===== src/rtl/bp_pkg.sv =====
package bp_pkg;

  localparam int BP_W = 3;
  localparam int NFLD = 5;

  typedef logic [BP_W-1:0] bp_t;

  // field slots in the storage array
  localparam int F_G0   = 0;
  localparam int F_G1S  = 1;
  localparam int F_G1NS = 2;
  localparam int F_V0   = 3;
  localparam int F_V1   = 4;

  typedef struct packed {
    logic redir0;      // group 0 goes to virtual
    logic redir1;      // group 1 goes to virtual
    logic sec_bank;    // group 1 uses secure bank
    logic s_alias_rd;  // secure group-1 read aliases group 0
    logic s_alias_wr;  // secure group-1 write lands in group 0
    logic ns_alias;    // non-secure group-1 reads g0+1, writes ignored
  } ctx_t;

  function automatic bp_t sat_inc(bp_t v);
    return (v == '1) ? v : bp_t'(v + 1'b1);
  endfunction

  function automatic bp_t raise_to(bp_t v, bp_t floor_v);
    return (v > floor_v) ? v : floor_v;
  endfunction

endpackage


===== src/rtl/bp_ctx_decode.sv =====
module bp_ctx_decode
  import bp_pkg::*;
#(
  parameter int EL_W   = 2,
  parameter int OS_EL  = 1,
  parameter int TOP_EL = 3
) (
  input  logic [EL_W-1:0] cur_el,
  input  logic            is_secure,
  input  logic            in_monitor,
  input  logic            has_top,
  input  logic            cbpr_s,
  input  logic            cbpr_ns,
  input  logic            redir_fiq,
  input  logic            redir_irq,
  output ctx_t            ctx
);

  logic at_os_ns;
  logic top_or_mon;

  always_comb begin
    at_os_ns   = (cur_el == EL_W'(OS_EL)) && !is_secure;
    top_or_mon = (cur_el == EL_W'(TOP_EL)) || in_monitor;

    ctx.redir0     = at_os_ns && redir_fiq;
    ctx.redir1     = at_os_ns && redir_irq;
    ctx.sec_bank   = is_secure && !top_or_mon;
    ctx.s_alias_rd = cbpr_s && !top_or_mon;
    ctx.s_alias_wr = has_top && cbpr_s && !top_or_mon;
    ctx.ns_alias   = has_top && cbpr_ns && !top_or_mon;
  end

endmodule


===== src/rtl/bp_bank.sv =====
module bp_bank
  import bp_pkg::*;
#(
  parameter int MIN_S  = 2,
  parameter int MIN_NS = 3
) (
  input  logic                      clk,
  input  logic                      rst,
  input  logic                      wr_req,
  input  logic                      grp1,
  input  bp_t                       wr_raw,
  input  ctx_t                      ctx,
  input  logic                      vcbpr,
  output logic [NFLD-1:0]           wr_en,
  output logic [NFLD-1:0][BP_W-1:0] fld
);

  localparam bp_t FLOOR_S  = bp_t'(MIN_S);
  localparam bp_t FLOOR_NS = bp_t'(MIN_NS);

  bp_t wr_val;

  // route one write to at most one field
  always_comb begin
    wr_en  = '0;
    wr_val = wr_raw;
    if (wr_req) begin
      if (!grp1) begin
        if (ctx.redir0) wr_en[F_V0] = 1'b1;
        else            wr_en[F_G0] = 1'b1;
      end else if (ctx.redir1) begin
        if (!vcbpr) wr_en[F_V1] = 1'b1;
      end else if (ctx.sec_bank) begin
        wr_val = raise_to(wr_raw, FLOOR_S);
        if (ctx.s_alias_wr) wr_en[F_G0]  = 1'b1;
        else                wr_en[F_G1S] = 1'b1;
      end else begin
        wr_val = raise_to(wr_raw, FLOOR_NS);
        if (!ctx.ns_alias) wr_en[F_G1NS] = 1'b1;
      end
    end
  end

  for (genvar i = 0; i < NFLD; i++) begin : g_fld
    always_ff @(posedge clk) begin
      if (rst)           fld[i] <= '0;
      else if (wr_en[i]) fld[i] <= wr_val;
    end
  end

endmodule


===== src/rtl/bp_read_path.sv =====
module bp_read_path
  import bp_pkg::*;
#(
  parameter int MIN_S  = 2,
  parameter int MIN_NS = 3
) (
  input  logic [NFLD-1:0][BP_W-1:0] fld,
  input  ctx_t                      ctx,
  input  logic                      vcbpr,
  input  logic                      grp1,
  output bp_t                       rd_val,
  output bp_t                       eff_g0,
  output bp_t                       eff_g1s,
  output bp_t                       eff_g1ns
);

  localparam bp_t FLOOR_S  = bp_t'(MIN_S);
  localparam bp_t FLOOR_NS = bp_t'(MIN_NS);

  bp_t virt1, sec1, nsec1, g1_val;

  always_comb begin
    virt1 = vcbpr ? sat_inc(fld[F_V0]) : fld[F_V1];
    sec1  = ctx.s_alias_rd ? fld[F_G0] : raise_to(fld[F_G1S], FLOOR_S);
    nsec1 = ctx.ns_alias ? sat_inc(fld[F_G0]) : raise_to(fld[F_G1NS], FLOOR_NS);

    eff_g0   = ctx.redir0 ? fld[F_V0] : fld[F_G0];
    eff_g1s  = ctx.redir1 ? virt1 : sec1;
    eff_g1ns = ctx.redir1 ? virt1 : nsec1;

    g1_val = ctx.sec_bank ? eff_g1s : eff_g1ns;
    rd_val = grp1 ? g1_val : eff_g0;
  end

endmodule


===== src/rtl/bp_regs.sv =====
module bp_regs
  import bp_pkg::*;
#(
  parameter int DATA_W = 8,
  parameter int EL_W   = 2,
  parameter int MIN_S  = 2,
  parameter int MIN_NS = 3
) (
  input  logic              clk,
  input  logic              rst,
  input  logic              req_valid,
  input  logic              req_write,
  input  logic              req_grp1,
  input  logic [DATA_W-1:0] req_wdata,
  input  logic [EL_W-1:0]   cur_el,
  input  logic              is_secure,
  input  logic              in_monitor,
  input  logic              has_top,
  input  logic              cbpr_s,
  input  logic              cbpr_ns,
  input  logic              vcbpr,
  input  logic              redir_fiq,
  input  logic              redir_irq,
  output logic              rd_valid,
  output logic [DATA_W-1:0] rd_data,
  output logic [2:0]        eff_g0,
  output logic [2:0]        eff_g1s,
  output logic [2:0]        eff_g1ns
);

  ctx_t                      ctx;
  logic [NFLD-1:0]           wr_en;
  logic [NFLD-1:0][BP_W-1:0] fld;
  bp_t                       rd_val, e0, e1s, e1ns;

  bp_ctx_decode #(.EL_W(EL_W)) u_ctx (
    .cur_el(cur_el), .is_secure(is_secure), .in_monitor(in_monitor),
    .has_top(has_top), .cbpr_s(cbpr_s), .cbpr_ns(cbpr_ns),
    .redir_fiq(redir_fiq), .redir_irq(redir_irq), .ctx(ctx)
  );

  bp_bank #(.MIN_S(MIN_S), .MIN_NS(MIN_NS)) u_bank (
    .clk(clk), .rst(rst), .wr_req(req_valid && req_write),
    .grp1(req_grp1), .wr_raw(req_wdata[BP_W-1:0]), .ctx(ctx),
    .vcbpr(vcbpr), .wr_en(wr_en), .fld(fld)
  );

  bp_read_path #(.MIN_S(MIN_S), .MIN_NS(MIN_NS)) u_rd (
    .fld(fld), .ctx(ctx), .vcbpr(vcbpr), .grp1(req_grp1),
    .rd_val(rd_val), .eff_g0(e0), .eff_g1s(e1s), .eff_g1ns(e1ns)
  );

  always_ff @(posedge clk) begin
    if (rst) begin
      rd_valid <= 1'b0;
      rd_data  <= '0;
      eff_g0   <= '0;
      eff_g1s  <= '0;
      eff_g1ns <= '0;
    end else begin
      rd_valid <= req_valid && !req_write;
      if (req_valid && !req_write) rd_data <= DATA_W'(rd_val);
      eff_g0   <= e0;
      eff_g1s  <= e1s;
      eff_g1ns <= e1ns;
    end
  end

endmodule


===== config.mk =====
export PLATFORM = sky130hd
export DESIGN_NAME = bp_regs
export DESIGN_NICKNAME = d
export VERILOG_FILES = /design/src/rtl/bp_pkg.sv /design/src/rtl/bp_ctx_decode.sv /design/src/rtl/bp_bank.sv /design/src/rtl/bp_read_path.sv /design/src/rtl/bp_regs.sv
export SDC_FILE = /design/constraint.sdc
export NUM_CORES = 1
export LEC_CHECK = 0
export BUFFER_PORTS_ARGS = -buffer_cell sky130_fd_sc_hd__buf_2
export CORE_MARGIN = 5
export CORE_UTILIZATION = 50
export CTS_CLUSTER_SIZE = 14
export DETAILED_ROUTE_END_ITERATION = 8
export GPL_TIMING_DRIVEN = 0
export PLACE_DENSITY = 0.73
export SYNTH_ARGS = -nofsm -noshare
export SYNTH_HDL_FRONTEND = slang
export SYNTH_HIERARCHICAL = 1
export SYNTH_SLANG_ARGS = --single-unit
export TNS_END_PERCENT = 20

===== constraint.sdc =====
create_clock -name clk -period 2.65 [get_ports clk]
set_input_delay 0.53 -clock clk [delete_from_list [all_inputs] [get_ports clk]]
set_output_delay 0.53 -clock clk [all_outputs]
set_load 0.01 [all_outputs]

Word-level counts from Yosys, hierarchy flattened
Cells that the tools add are included.
Operators by class
  order comparisons: 4
  $add $sub $neg: 2
  equal/unequal tests: 4
  multiplexer cells: 33
  reduce and logical (&&, ||, !) cells: 15
Operator list (count)
  2-to-1 mux 3 bit: 19
  > comparator 3 x 2 -> 1 bit, second input constant: 4
  logical AND 1 bit: 11
  2-to-1 mux 1 bit: 11
  adder 3 x 1 -> 3 bit, second input constant: 2
  equality test 3 bit, second input constant: 2
  2-to-1 mux 5 bit: 1
  2-to-1 mux 2 bit: 2
  logical NOT 1 bit: 3
  equality test 2 x 1 -> 1 bit, second input constant: 1
  equality test 2 bit, second input constant: 1
  logical OR 1 bit: 1
Word-level totals
  bits of input ports: 23
  word-level logic and storage cells: 68
  flip-flop bits (word level): 28
  output and inout port bits: 18

Longest topological paths before layout
Gate-level depths: netlist of run 1.
  word-level depth: 9
  gate-level depth with buffers: 8

Cells and area by module
The synthesis of run 1 kept the hierarchy.
By module, submodules not included
  bp_bank: area each 606.8 µm², cells an instance 60, sequential area each 300.3 µm², instances 1
  bp_regs: area each 459.2 µm², cells an instance 41, sequential area each 260.2 µm², instances 1
  bp_read_path: area each 396.6 µm², cells an instance 58, sequential area each 0.0 µm², instances 1
  bp_ctx_decode: area each 68.8 µm², cells an instance 8, sequential area each 0.0 µm², instances 1

Worst setup path before layout of run 1
Ideal clock, no wire load.
  path kind: input -> register
  start: input cur_el[1]
  end: register rd_data[2]
  setup time: 118 ps
  setup slack: 874 ps
  arrival: 1659 ps
  stages: 8
  path buffers: 0
  cells stage by stage: a21oi_2 and3_1 nor3b_1 o32ai_2 mux2i_1 a21oi_1 nand4bb_1 o21ai_1
RTL lines
  from (decl): RTL line bp_regs.sv:15  | input logic [EL_W-1:0] cur_el,
  to (signal assigned): RTL line bp_regs.sv:62  | if (req_valid && !req_write) rd_data <= DATA_W'(rd_val);
  to (decl): RTL line bp_regs.sv:25  | output logic [DATA_W-1:0] rd_data,

==> impl_metrics.tcl, run 1 <==
set metrics [dict create \
    die-width_um 65.3 \
    register_area_um2 561 \
    io_buffers 30 \
    wire_length_of_the_first_global_routing_pass_um 5860 \
    critical_path.reg2reg.endpoint "rd_data[2]" \
    gr-usage-met3 0.0291 \
    core_um2 3000 \
    critical_path.max_fanout 8 \
    dp_slack_ps 519 \
    cts_buffers 3 \
    synth.ff_latch_count 28 \
    rsz_0062_raised_after_global_routing "false" \
    grt_max_degree 17 \
    post_synth.cell_area_avg_um2 9.17 \
    grt_pass1_vias 1245 \
    clock_tree_from_tritoncts "done" \
    max-clock-path-buffers 2 \
    route.detailed.vias_per_inst 5.72 \
    number_of_top_level_pins 41 \
    drc_errors 0 \
    cts_htree_levels 1 \
    maxClockFrequency_mhz 557 \
    multi_input_comb_area_um2 916 \
    synth_edf_count 0 \
    setup_viol 0 \
    hp-class "reg2reg" \
    worst_setup_hold_path_clk_slew_ps 150 \
    post-place-cells 234 \
    power.static_leakage_uw 0.000749 \
    detailroute.via_count 1361 \
    final_area_um2 1790 \
    synthDistinctLibCells 48 \
    grt_antenna_before_repair 0 \
    wirelength_um 3580 \
    gp_congestion 0.897 \
    cp-end-kind "flip-flop" \
    initial_core_utilization 0.510 \
    ant_nets 0 \
    synth-async-reset-ratio 0 \
    row_count 20 \
    worstSetupStartpointType "input pin" \
    postLayoutSetupSlackWorst_ps 854 \
    n_antenna_cell 0 \
    final_cell_count_no_fill 238 \
    clkLatencyLatePin_ps 330 \
    final_nets 231 \
    drt_first_pass_iters 5 \
    drv.max_cap_violation_count 0 \
    global_routing_s_busiest_layer "met2" \
    rr_startpoint "u_bank/fld[1]" \
    globalRoute.totalOverflow 0 \
    synth_area_um2 1530 \
    placedInstanceArea_um2 1740 \
    ctsRootBufferMaster "sky130_fd_sc_hd__clkbuf_4" \
    hold_violations 0 \
    power-per-cell-area_nw_per_um2 476 \
    run_status "complete, no violations" \
    post_synth_inst_count 167 \
    place_hpwl_um 2780 \
    globalRouteTotalUtil 0.175 \
    synthesis.yosys.warnings 6 \
    seq_area_frac_synth 0.366 \
    final_layout_size_suffix_gt1_frac 0.283 \
    gates_resized_cts_repair 0 \
    grt_util_met1 0.228 \
    rrSetupSlack_ps 970 \
    post-cts-setup-buffers 0 \
    endpoint "rd_data[2]" \
    fin_crit_ps 1800 \
    summed_negative_setup_slack_over_all_endpoints_ps 0 \
    flow.area_growth_from_synthesis_pct 16.9 \
    die-height_um 65.3 \
    drt_first_iter_violations 67 \
    power.ir.vdd_worst_mv 0.265 \
    critical_path_arrival_ps 2080 \
    finalClockSkew_ps 14.2 \
    grt_util_met2 0.295 \
    postCtsHoldBufs 0 \
    sink_count 28 \
    layout_worst_path_cycle_share 0.678 \
    rr_worst_depth 7 \
    post_drt_wl_per_cell_um 15.0 \
    cp_data_required_time_ps 2930 \
    worst_setup_path_startpoint "cur_el[1]" \
    critPathKind "in2reg" \
    die_area_um2 4270 \
    drv_slew 0 \
    synth_flop_cell "sky130_fd_sc_hd__dfxtp_1" \
    num-fill-cells 275 \
]
sequential cells by signal, indices dropped and copies added (netlist names):
signal	count
rd_data	3
eff_g0	3
rd_valid	1
eff_g1s	3
u_bank/fld	15
eff_g1ns	3
cell families (layout without fill, tap and decap cells):
logic type	after synthesis	in the layout	synth area share
mux	11	11	0.0776
compound gates	35	35	0.163
other cells	1	5	0.00245
simple gates	78	78	0.328
flops	28	28	0.366
buf+inv	12	46	0.0457
fa+ha+maj	2	2	0.0163
placed cells by master (no fill, tap or decap), drive strengths merged, types with 3 or more instances in the layout:
cell and count:
a211oi 10, o21a 3, a21oi 4, buf 38, o21ai 8, nor3b 5
and2 3, nor2 23, mux2 4, mux2i 7, nand2b 3, inv 3
nand4bb 4, clkbuf 4, and4b 3, conb 5, nor2b 15, dfxtp 28
nand2 9, nor3 3
Yosys cell counts, drive strengths merged (4+ instances only):
cell type	count	area, um2
a211oi	10	75.1
a21oi	4	23.8
buf	8	55.1
dfxtp	28	561
mux2	4	48.8
mux2i	7	70.1
nand2	9	33.8
nand4bb	4	45.0
nor2	23	86.3
nor2b	15	104
nor3b	5	53.8
o21ai	8	40.0
where the power goes:
| part | internal [uW] | switching [uW] | total (uW) |
|---|---|---|---|
| combinational | 59.2 | 71.7 | 131 |
| sequential | 435 | 8.05 | 443 |
| clock | 153 | 125 | 278 |
worst min-delay path by stage:
stage                   startpoint             end  slack, ps  depth (start not counted)
floorplan           u_bank/fld[14]  u_bank/fld[14]        450                          2
global placement        rd_data[1]      rd_data[1]        450                          2
detailed placement      rd_data[0]      rd_data[0]        460                          2
CTS                     rd_data[2]      rd_data[2]        480                          2
global route             req_valid      rd_data[0]        500                          3
finish                  rd_data[1]      rd_data[1]        480                          2
per-stage QoR:
step	utilization	total power [uW]	hold slack, ps
after global placement	0.579	577	450
after detailed placement	0.579	581	462
after global routing	0.596	893	497
after CTS	0.596	854	483
final	0.596	852	480
after floorplan	-	534	455
worst max-delay path: stages:
cell	delay [ps]
sky130_fd_sc_hd__buf_2	130
sky130_fd_sc_hd__a21oi_2	130
sky130_fd_sc_hd__and3_1	390
sky130_fd_sc_hd__nor2_1	100
sky130_fd_sc_hd__o32ai_2	260
sky130_fd_sc_hd__mux2i_1	110
sky130_fd_sc_hd__a21oi_1	220
sky130_fd_sc_hd__nand4bb_1	130
sky130_fd_sc_hd__o21ai_1	80
cell type report:
cell class,instances,area share
Buffer,9,0.0328
Clock buffer,3,0.0126
Clock inverter,1,0.0168
Inverter,3,0.00629
Multi-Input combinational cell,131,0.512
Sequential cell,28,0.313
Tap cell,33,0.0231
Timing Repair Buffer,30,0.0839
metal layers:
metal | wire length (um) | up-vias | part of all wire
li1 | - | 669 | -
met1 | 1600 | 621 | 0.45
met2 | 1670 | 64 | 0.47
met3 | 254 | 7 | 0.071
met4 | 49 | 0 | 0.014
met5 | 0 | - | 0
No activity file was read; power rests on OpenSTA's default activity.
==> run 2: changes to the inputs <==
==> constraint.sdc (replaced) <==
create_clock -name clk -period 1.7 [get_ports clk]
set_input_delay 0.34 -clock clk [delete_from_list [all_inputs] [get_ports clk]]
set_output_delay 0.34 -clock clk [all_outputs]
set_load 0.01 [all_outputs]
==> impl_metrics.tcl, run 2 (synthesis results as in run 1) <==
set metrics [dict create \
    run_status "complete, no violations" \
    power.net_switching_uw 320 \
    cp_data_required_time_ps 1950 \
    finalClockSkew_ps 15.1 \
    crit_buf_inv 0 \
    n_antenna_cell 0 \
    maxClockFrequency_mhz 621 \
    drt_first_iter_violations 63 \
    globalRouteTotalUtil 0.175 \
    crit_path_cell_trace "ha_1, and4_1, a221o_1, a21oi_1, o22ai_1, nand4bb_1, o21ai_1" \
    globalRoute.totalOverflow 0 \
    clock_tree_from_tritoncts "done" \
    critPathKind "reg2reg" \
    clkLatencyLatePin_ps 330 \
    post-place-cells 234 \
    die-height_um 65.3 \
    drc_errors 0 \
    power.internal_uw 1010 \
    register_area_um2 564 \
    cp-end-kind "flip-flop" \
    number_of_top_level_pins 41 \
    final_nets 231 \
    grt_antenna_before_repair 0 \
    detailroute.via_count 1357 \
    worst_setup_hold_path_clk_slew_ps 160 \
    grt_max_degree 17 \
    num-fill-cells 273 \
    gates_resized_cts_repair 0 \
    p_sw_frac 0.240 \
    fin_crit_ps 1610 \
    wirelength_um 3600 \
    layout_worst_path_cycle_share 0.948 \
    flow.area_growth_from_synthesis_pct 17.7 \
    max-clock-path-buffers 2 \
    largest-register "u_bank/fld" \
    cts_buffers 3 \
    drv.max_cap_violation_count 0 \
    mostFrequentLayoutCells "32 x sky130_fd_sc_hd__buf_2, 25 x sky130_fd_sc_hd__dfxtp_1, 23 x sky130_fd_sc_hd__nor2_1, 13 x sky130_fd_sc_hd__nor2b_1, 10 x sky130_fd_sc_hd__a211oi_1" \
    placedInstanceArea_um2 1740 \
    setup_viol 0 \
    summed_negative_setup_slack_over_all_endpoints_ps 0 \
    grt_pass1_vias 1245 \
    timing.critical_path.slowest_stage_cell "sky130_fd_sc_hd__dfxtp_2" \
    cpLargestDelayFamily "compound AO/OA/AOI/OAI gates" \
    post_drt_wl_per_cell_um 15.1 \
    worstSetupStartpointType "flip-flop" \
    cts_htree_levels 1 \
    critical_path_arrival_ps 1860 \
    final_area_um2 1800 \
    multi_input_comb_area_um2 925 \
    die_area_um2 4270 \
    route.detailed.vias_per_inst 5.70 \
    drv_slew 0 \
    critical_path.max_fanout 5 \
    power.static_leakage_uw 0.000750 \
    gp_congestion 0.897 \
    post-cts-setup-buffers 0 \
    seqPwrFrac 0.520 \
    final_cell_count_no_fill 238 \
    io_buffers 30 \
    rsz_0062_raised_after_global_routing "true" \
    timing.critical_path.slowest_cell_delay_ps 370 \
    place_hpwl_um 2780 \
    final_common_cell "sky130_fd_sc_hd__buf_2" \
    power.combinational.fraction 0.155 \
    postCtsHoldBufs 0 \
    hold_slack_ps 301 \
    hold_violations 0 \
    largest_reg_flops 15 \
    power.ir.vdd_worst_mv 0.414 \
    share_clk_of_total_power 0.325 \
    die-width_um 65.3 \
    drt_first_pass_iters 5 \
    row_count 20 \
    ctsRootBufferMaster "sky130_fd_sc_hd__clkbuf_4" \
    core_um2 3000 \
    final_layout_size_suffix_gt1_frac 0.307 \
    sink_count 28 \
    initial_core_utilization 0.510 \
    ant_nets 0 \
    hp-class "in2reg" \
    wire_length_of_the_first_global_routing_pass_um 5860 \
    power-per-cell-area_nw_per_um2 738 \
]
==> run 2: cell counts in the layout (fill, tap and decap cells not counted) <==
Identical to the previous run, type by type.
==> run 2: final timing paths <==
kind,start,endpoint,slack [ps],cells after the start
min reg2reg,rd_data[1],rd_data[1],480,2
max,u_bank/fld[9],rd_data[0],90,7
min,req_valid,rd_data[0],300,3
max reg2reg,u_bank/fld[9],rd_data[0],90,7
==> run 2: power by group through the flow <==
stage / Sequential, uW / Clock [uW] / Combinational (uW)
after CTS: 691 / 437 / 203
after global routing: 695 / 472 / 227
after detailed placement: 705 / 0 / 201
final: 691 / 433 / 207
after global placement: 704 / 0 / 196
after floorplan: 710 / 0 / 122
==> run 2: layer usage <==
layer | GRT usage | share of wire
met5 | 0 | 0
met1 | 0.228 | 0.44
met2 | 0.295 | 0.47
met4 | 0.0518 | 0.013
met3 | 0.0291 | 0.079
==> run 2: layout make-up <==
| class | instances | area share |
|---|---|---|
| buffer | 9 | 0.0326 |
| clock buffer | 3 | 0.0125 |
| multi-input combinational | 131 | 0.513 |
| tap | 33 | 0.0229 |
| timing repair buffer | 30 | 0.0833 |
| sequential | 28 | 0.313 |
| clock inverter | 1 | 0.0167 |
| inverter | 3 | 0.00625 |
==> run 2: tightest hold or removal path: cells and delay by family <==
family / cells / cell delay, ps
AOI/OAI and AO/OA: 1 / 60
buffers and inverters: 1 / 120
and+or+nand+nor: 1 / 90
==> run 2: stage by stage <==
stage | power [uW] | setup slack, ps | utilization
2_1_floorplan | 832 | 114 | -
4_1_cts | 1330 | 47.1 | 0.596
5_1_grt | 1390 | -18.4 | 0.600
6_report | 1330 | 89.2 | 0.600
3_5_place_dp | 906 | -241 | 0.579
3_3_place_gp | 900 | -212 | 0.579
